===== config.mk =====
export PLATFORM = sky130hd
export DESIGN_NAME = pci_cfg_master
export DESIGN_NICKNAME = d
export VERILOG_FILES = /design/src/rtl/pci_cfg_master.sv
export SDC_FILE = /design/constraint.sdc
export NUM_CORES = 1
export LEC_CHECK = 0
export BUFFER_PORTS_ARGS = -buffer_cell sky130_fd_sc_hd__buf_2
export CAP_MARGIN = 20
export CORE_MARGIN = 5
export CORE_UTILIZATION = 55
export DETAILED_ROUTE_END_ITERATION = 8
export PLACE_DENSITY = 0.84
export SYNTH_ARGS = -nofsm -noshare
export SYNTH_HDL_FRONTEND = slang
export SYNTH_SLANG_ARGS = --single-unit

===== constraint.sdc =====
create_clock -name clk -period 3.3 [get_ports clk]
set_input_delay 0.165 -clock clk [delete_from_list [all_inputs] [get_ports clk]]
set_output_delay 0.165 -clock clk [all_outputs]
set_load 0.01 [all_outputs]

===== src/rtl/pci_cfg_master.sv =====
`timescale 1ns/1ps
module pci_cfg_master #(
  parameter int ABORT_CLKS  = 5,
  parameter int LOCAL_WORDS = 16
) (
  input  logic        clk,
  input  logic        rst_n,
  input  logic        req_valid,
  input  logic        req_write,
  input  logic [30:0] cfg_addr,
  input  logic [1:0]  req_size,
  input  logic [31:0] wdata,
  input  logic        decoupled,
  input  logic        err_en,
  input  logic        rma_clr,
  output logic        req_ack,
  output logic        req_err,
  output logic        req_retry,
  output logic [31:0] rdata,
  output logic        st_busy,
  output logic        st_done,
  output logic        st_error,
  output logic        st_rma,
  output logic [31:0] ad_out,
  output logic        ad_oe,
  output logic [3:0]  cbe_n,
  output logic        frame_n,
  output logic        irdy_n,
  input  logic        devsel_n,
  input  logic        trdy_n,
  input  logic [31:0] ad_in
);
  localparam int LIDX = $clog2(LOCAL_WORDS);
  localparam int CW   = $clog2(ABORT_CLKS + 1);
  localparam logic [4:0] MAX_IDSEL = 5'd21;

  typedef enum logic [2:0] {S_IDLE, S_LOCAL, S_STEP, S_ADDR, S_DATA} st_t;
  st_t st;

  logic [30:0] addr_q;
  logic [31:0] wdata_q;
  logic [1:0]  size_q;
  logic        wr_q, dec_q, een_q, seen_q;
  logic [CW-1:0] cnt;
  logic [31:0] lmem [LOCAL_WORDS];

  wire [7:0] bus_f = addr_q[23:16];
  wire [4:0] dev_f = addr_q[15:11];
  wire [LIDX-1:0] lidx = addr_q[LIDX+1:2];

  wire [31:0] idsel = (dev_f != 5'd0 && dev_f <= MAX_IDSEL) ?
                      (32'd1 << ({1'b0, dev_f} + 6'd10)) : 32'd0;
  wire [31:0] paddr = (bus_f != 8'd0) ? {1'b0, addr_q[30:2], 2'b01}
                                      : (idsel | {21'd0, addr_q[10:2], 2'b00});
  wire [3:0] cmd = wr_q ? 4'b1011 : 4'b1010;

  logic [3:0] be_n;
  always_comb begin
    case (size_q)
      2'd0:    be_n = 4'b1110;
      2'd1:    be_n = 4'b1100;
      2'd2:    be_n = 4'b1000;
      default: be_n = 4'b0000;
    endcase
  end

  wire in_addr = (st == S_STEP) || (st == S_ADDR);
  assign ad_oe   = in_addr || (st == S_DATA && wr_q);
  assign ad_out  = in_addr ? paddr : ((st == S_DATA && wr_q) ? wdata_q : 32'd0);
  assign cbe_n   = in_addr ? cmd : ((st == S_DATA) ? be_n : 4'hF);
  assign frame_n = (st != S_ADDR);
  assign irdy_n  = (st != S_DATA);
  assign st_busy = (st != S_IDLE);

  wire hit   = (st == S_DATA) && !devsel_n && !trdy_n;
  wire abort = (st == S_DATA) && devsel_n && !seen_q && (cnt == CW'(ABORT_CLKS));
  wire to_local = (cfg_addr[23:11] == 13'd0);

  always_ff @(posedge clk) begin
    if (!rst_n) begin
      st <= S_IDLE;
      addr_q <= '0; wdata_q <= '0; size_q <= '0;
      wr_q <= 1'b0; dec_q <= 1'b0; een_q <= 1'b0; seen_q <= 1'b0;
      cnt <= '0; rdata <= '0;
      req_ack <= 1'b0; req_err <= 1'b0; req_retry <= 1'b0;
      st_done <= 1'b0; st_error <= 1'b0; st_rma <= 1'b0;
      for (int i = 0; i < LOCAL_WORDS; i++) lmem[i] <= '0;
    end else begin
      req_ack <= 1'b0;
      req_err <= 1'b0;
      req_retry <= st_busy && req_valid;
      if (rma_clr) st_rma <= 1'b0;
      case (st)
        S_IDLE: if (req_valid) begin
          addr_q <= cfg_addr; wdata_q <= wdata; size_q <= req_size;
          wr_q <= req_write; dec_q <= decoupled; een_q <= err_en;
          seen_q <= 1'b0; st_done <= 1'b0; st_error <= 1'b0;
          req_ack <= decoupled;
          st <= to_local ? S_LOCAL : S_STEP;
        end
        S_LOCAL: begin
          if (wr_q) begin
            for (int b = 0; b < 4; b++)
              if (!be_n[b]) lmem[lidx][8*b +: 8] <= wdata_q[8*b +: 8];
          end else begin
            rdata <= lmem[lidx];
          end
          st <= S_IDLE; st_done <= 1'b1; req_ack <= !dec_q;
        end
        S_STEP: st <= S_ADDR;
        S_ADDR: begin
          cnt <= CW'(1);
          st <= S_DATA;
        end
        S_DATA: begin
          if (hit) begin
            if (!wr_q) rdata <= ad_in;
            st <= S_IDLE; st_done <= 1'b1; req_ack <= !dec_q;
          end else if (abort) begin
            if (!wr_q) rdata <= '1;
            st <= S_IDLE; st_done <= 1'b1; req_ack <= !dec_q;
            st_error <= 1'b1; st_rma <= 1'b1;
            req_err <= !dec_q && een_q;
          end else begin
            if (!devsel_n) seen_q <= 1'b1;
            if (cnt != CW'(ABORT_CLKS)) cnt <= cnt + 1'b1;
          end
        end
        default: st <= S_IDLE;
      endcase
    end
  end

  AST_STEP_BEFORE_FRAME: assert property (@(posedge clk) disable iff (!rst_n)
    $fell(frame_n) |-> $past(ad_oe) && $stable(ad_out) && $past(irdy_n));
  AST_SINGLE_PHASE: assert property (@(posedge clk) disable iff (!rst_n)
    !irdy_n |-> frame_n);
  AST_LOCAL_QUIET: assert property (@(posedge clk) disable iff (!rst_n)
    (st == S_LOCAL) |-> frame_n && !ad_oe);
  AST_ABORT_ONES: assert property (@(posedge clk) disable iff (!rst_n)
    ($rose(st_error) && !wr_q) |-> (rdata == 32'hFFFF_FFFF));
  AST_RMA_STICKY: assert property (@(posedge clk) disable iff (!rst_n)
    $fell(st_rma) |-> $past(rma_clr));
  AST_RETRY_BUSY: assert property (@(posedge clk) disable iff (!rst_n)
    req_retry |-> $past(st_busy));
  AST_DEC_NO_ERR: assert property (@(posedge clk) disable iff (!rst_n)
    req_err |-> req_ack && $rose(st_error));
endmodule


* After elaboration in Yosys (flattened, before gate mapping)
Memories as Yosys holds them, arrays and structs flattened. A register that Yosys moved wholly into a read port is not among the register bits.
Cells that the tools add are included.
** Cells by class
- Add/sub/neg operators :: 2
- Order comparisons :: 1
- Equality and inequality tests :: 20
- Shift operators :: 1
- Muxes and demuxes :: 67
- Bitwise gates (word level) :: 4
- Reductions and logical operators :: 34
** Operators with widths (count)
- $mux 32 :: 10
- $pmux 32 s2 :: 1
- $mux 1 :: 36
- $or 32x11->32 :: 1
- $reduce_or 32->1 :: 1
- $shl 1x6->32 const A :: 1
- $mux 4 :: 6
- $mux 3 :: 6
- $ne 3x3->1 const B :: 5
- $logic_not 13->1 :: 1
- $ne 2x2->1 const B :: 6
- $pmux 3 s4 :: 1
- $pmux 4 s3 :: 1
- $reduce_and 5->1 :: 2
- $logic_and 1x1->1 :: 9
- $reduce_and 4->1 :: 2
- $reduce_bool 8->1 :: 1
- $add 5x4->6 const B :: 1
- $eq 3x2->1 const B :: 2
- $eq 3x3->1 const B :: 2
- $pmux 1 s3 :: 2
- $pmux 3 s2 :: 1
- $reduce_bool 2->1 :: 3
- $reduce_bool 3->1 :: 2
- 18 further kinds :: 26
** Word-level totals
- Bits in registers :: 113
- RAM bits :: 512
- Bits of input ports :: 106
- Output and inout port bits :: 78
- Logic and storage cells :: 146
- Memories :: 1
** Memories
- lmem :: words 16, bits a word 32, read ports 1, clocked after memory_dff 1, wr ports 16, line 45 : logic [31:0] lmem [LOCAL_WORDS];

* Longest topological paths before layout
- Depth after elaboration :: 9
- Gate-level depth with buffers :: 8
- Depth with buffers taken out :: 7

* Least setup slack after synthesis
Ideal clock, no wire load.
- Path type :: reg-to-output
- Start point :: register addr_q[12]
- End point :: output port ad_out[15]
- Data arrival time :: 2.257 ns
- Required time :: 3.135 ns
- Setup slack :: 0.878 ns
- Stages on the path, launching flop included :: 9
- Path buffers :: 2
- Cells stage by stage :: dfxtp_1 clkbuf_1 inv_1 ha_1 a2111oi_1 o31ai_2 or3_1 buf_6 o21ai_1
** On the way
- Longest elaborated chain between the ends :: 6
- Elaborated cells between the ends (all ways) :: 9
- Those cells by class :: add/sub: 1; order compare: 1; shift: 1; mux: 3; bitwise: 1; reduce/logical: 2
** RTL lines
- start: declaration :: line 40 : logic [30:0] addr_q;
- start signal: assignment :: line 95 : addr_q <= cfg_addr; wdata_q <= wdata; size_q <= req_size;
- $add 5x4->6, or another cell as far along :: line 52 : (32'd1 << ({1'b0, dev_f} + 6'd10)) : 32'd0;
- $shl 1x6->32 / $logic_and 1x1->1 (equally long branches) :: line 52, 51
- $mux 32 (*) :: line 51 : wire [31:0] idsel = (dev_f != 5'd0 && dev_f <= MAX_IDSEL) ?
- $or 32x11->32 (*) :: line 54 : : (idsel | {21'd0, addr_q[10:2], 2'b00});
- $mux 32 (*) :: line 53 : wire [31:0] paddr = (bus_f != 8'd0) ? {1'b0, addr_q[30:2], 2'b01}
- $mux 32 (*) :: line 69 : assign ad_out = in_addr ? paddr : ((st == S_DATA && wr_q) ? wdata_q : 32'd0);
- end: declaration :: line 24 : output logic [31:0] ad_out,
Every way passes the cells marked *; elsewhere a longest branch is shown, timed or not.

* Worst setup path in the final report
- Start point :: register addr_q[12]
- End point :: output port ad_out[5]
The elaborated chain is that of the path after synthesis.

==> impl_metrics.yaml <==
run_status:
  outcome: "finished, final reports clean"
sta:
  min_period_ps: 3050
  fin_hold_ws_ps: 17.9
  hold_viol: 0
  finalCritPeriodShare_pct: 92.5
  fmax_mhz: 327
  fin_ws_ps: 246
  max-slew-margin-rel_pct: 41.6
  rsz0062_at_grt: "no"
  clock_skew_ps: 18.6
  setup_tns_ps: 0
  worstMarginPinSlew_ps: 874
  finalSetupViolations: 0
  finalMaxSlewViolations: 0
setup_path:
  critPathCaptureType: "output pin"
  rr_worst_depth: 5
  start_kind: "flip-flop"
  r2r-start: "wr_q$_SDFFE_PN0P_"
  crit_arrival_ps: 2890
  critPathLaunch: "addr_q[12]$_SDFFE_PN0P_"
  worstPathRequired_ps: 3130
  reg2reg_to: "lmem[3][16]$_SDFFCE_PN0P_"
  critical_path_class: "flip-flop to output pin"
  r2r_setup_slack_ps: 550
  cp_max_fo: 12
clock_network:
  cts_tree: "done"
  insertion_delay_ps: 630
  numCtsBuffers: 59
  clkTransAtPathRegs_ps: 60
  ctsRootBufferMaster: "clkbuf_16"
  clock_path_buffers: 3
  cts_sinks: 627
  htreeDepth: 2
yosys:
  synth_top_area_share_pct: 53.9
  synthSimpleGateAreaFrac_pct: 16.3
  yosys.area.top_type: "edfxtp_1"
  muxShareOfSynthArea_pct: 11.2
  synthAdderAreaFrac_pct: 0.175
  synth-xor-area-share_pct: 0.0614
  synthCells: 2140
  yosysUniqueCellTypes: 59
  synthTopCellsByArea: "edfxtp_1, mux4_2, dfxtp_1"
  yosysWarnings: 0
  synth_top_family_by_area: "simple AND/OR/NAND/NOR gates"
  ys_seq_elements: 627
  synth_edf_count: 512
  synth.net_count: 2250
  syn_area_sq_um: 28500
  synthFlopType: "edfxtp_1"
  synth_compound_area_share_pct: 7.32
  yosysSeqAreaShare_pct: 62.0
  syn_avg_cell_area_sq_um: 13.3
  synthArstFlopShare_pct: 0
hold_path:
  holdPathEnd: "rdata[5]$_SDFFE_PN0P_"
  hold_path.class: "input port to flip-flop"
  worstHoldStart: "ad_in[5]"
  hold_depth: 4
global_routing:
  grt_usage_pct: 27.2
  grt_pass1_vias: 20300
  overflow: 0
  antenna_found_initial: 1
  grt_start_max_net_pins: 76
  grt_pass1_wl_um: 120000
floorplan:
  start_util_pct: 55.6
  num_rows: 83
  dieArea_sq_um: 56500
  fp.dieH_um: 238
  core_sq_um: 51300
  pin_count: 184
  die_x_um: 238
final_layout:
  drive_gt1_share_pct: 22.7
  mostFrequentLayoutCells: "edfxtp_1, and2_1, and3_1"
  area_growth_pct: 16.6
  layout_commonest_cell: "edfxtp_1"
  final_nets: 2490
  final_util_pct: 64.8
detailed_routing:
  wirelength_um: 78000
  drc: 0
  drt-wirelength-per-cell_um: 25.1
  drt-initial-drc-count: 2689
  antenna_left: 0
  dr_total_vias: 19800
  dr.pass1.iters: 6
  via_per_inst: 6.36
place:
  gp_congestion: 0.971
  dp_slack_ps: 545
  port_buffers: 181
  hpwl_um: 48800
flow_run:
  maxCapViolations: 0
power:
  irDropWorstVdd_v: 0.000388
  total_power_mw: 17.5
  p_leak_nw: 13.0
  power_density_nw_per_um2: 528
[cell families after synthesis]
group                      Yosys count
xor gates and xnor gates             2
muxes                              160
adders and majority gates            4
DFF                                627
and+or+nand+nor                    833
buffers and inverters              204
AOI/OAI and AO/OA                  310
[what timing repair did]
| item | CTS | global route |
|---|---|---|
| hold buffers | 82 | 0 |
| endpoints found under the hold margin | 88 | 0 |
| buffers inserted | 0 | 0 |
| setup endpoints to repair | 5 | 2 |
| gates resized for setup | 2 | 1 |
[final cells by class]
| cell class | instances | area (sq um) |
|---|---|---|
| fillers | 3420 | 18100 |
| flip-flops and latches | 627 | 17700 |
| multi-input cells | 1309 | 10100 |
| repair buffers | 376 | 2670 |
| clock buffers | 82 | 1610 |
| well taps | 680 | 851 |
| clock inverters | 30 | 347 |
| inverters | 7 | 26.3 |
| diodes | 1 | 2.50 |
[worst max-delay path by stage]
stage                     slack, ps    endpoint  depth (start not counted)
final                           250   ad_out[5]                          7
after CTS                       130  ad_out[13]                          7
after global routing            110   ad_out[5]                          7
after floorplan                 880  ad_out[15]                          8
after global placement          660   ad_out[5]                          7
after detailed placement        540   ad_out[5]                          7
[sequential cells by signal, summed over array words and instances, names as in the netlist, named ones only]
name	count
addr_q	29
cnt	3
dec_q	1
een_q	1
lmem	512
rdata	32
req_ack	1
req_err	1
req_retry	1
seen_q	1
size_q	2
st	3
st_done	1
st_error	1
st_rma	1
wdata_q	32
wr_q	1
[layer usage]
metal / part of all wire (%) / GRT usage [%] / vias to the layer above
met1: 35 / 36.2 / 9684
met4: 3.7 / 10.1 / 0
li1: - / - / 8487
met3: 12 / 4.92 / 199
met2: 49 / 45.5 / 1416
met5: 0 / 0 / -
[power breakdown]
part           switching (mW)  total, mW  internal, mW
sequential              0.307       9.12          8.81
clock                    2.99       6.96          3.97
combinational           0.816       1.46         0.641
[Yosys cell counts, drive strengths merged, types with 2 or more instances]
master  count
and2      262
a21oi       5
and3      257
nand4b      2
nor4        2
a21boi     69
clkbuf    149
ha          4
nor3b       3
a22oi      26
mux2i      32
or4         2
or3         5
nand4       3
nor2       87
buf        48
a22o       34
o31ai       4
nor2b       8
nand2     165
o21ai      98
nand2b      9
or2         8
dfxtp     115
inv         7
nand3b      2
nor3       10
o21a        2
edfxtp    512
nand3       4
o22ai      32
mux4      128
a211oi     33
[through the flow]
step / area, sq um / std cells
finish: 33300 / 3112
global route: 33300 / 3112
CTS: 33200 / 3111
detailed placement: 30500 / 2917
global placement: 30500 / 2917
floorplan: 28500 / 2140
[worst max-delay path: stages, from the launching register on]
cell	delay (ps)
dfxtp_2	440
inv_1	170
ha_1	230
a2111oi_1	440
o31ai_2	180
nand2b_1	210
o31ai_2	390
buf_2	210
(Power assumes the default switching activity.)
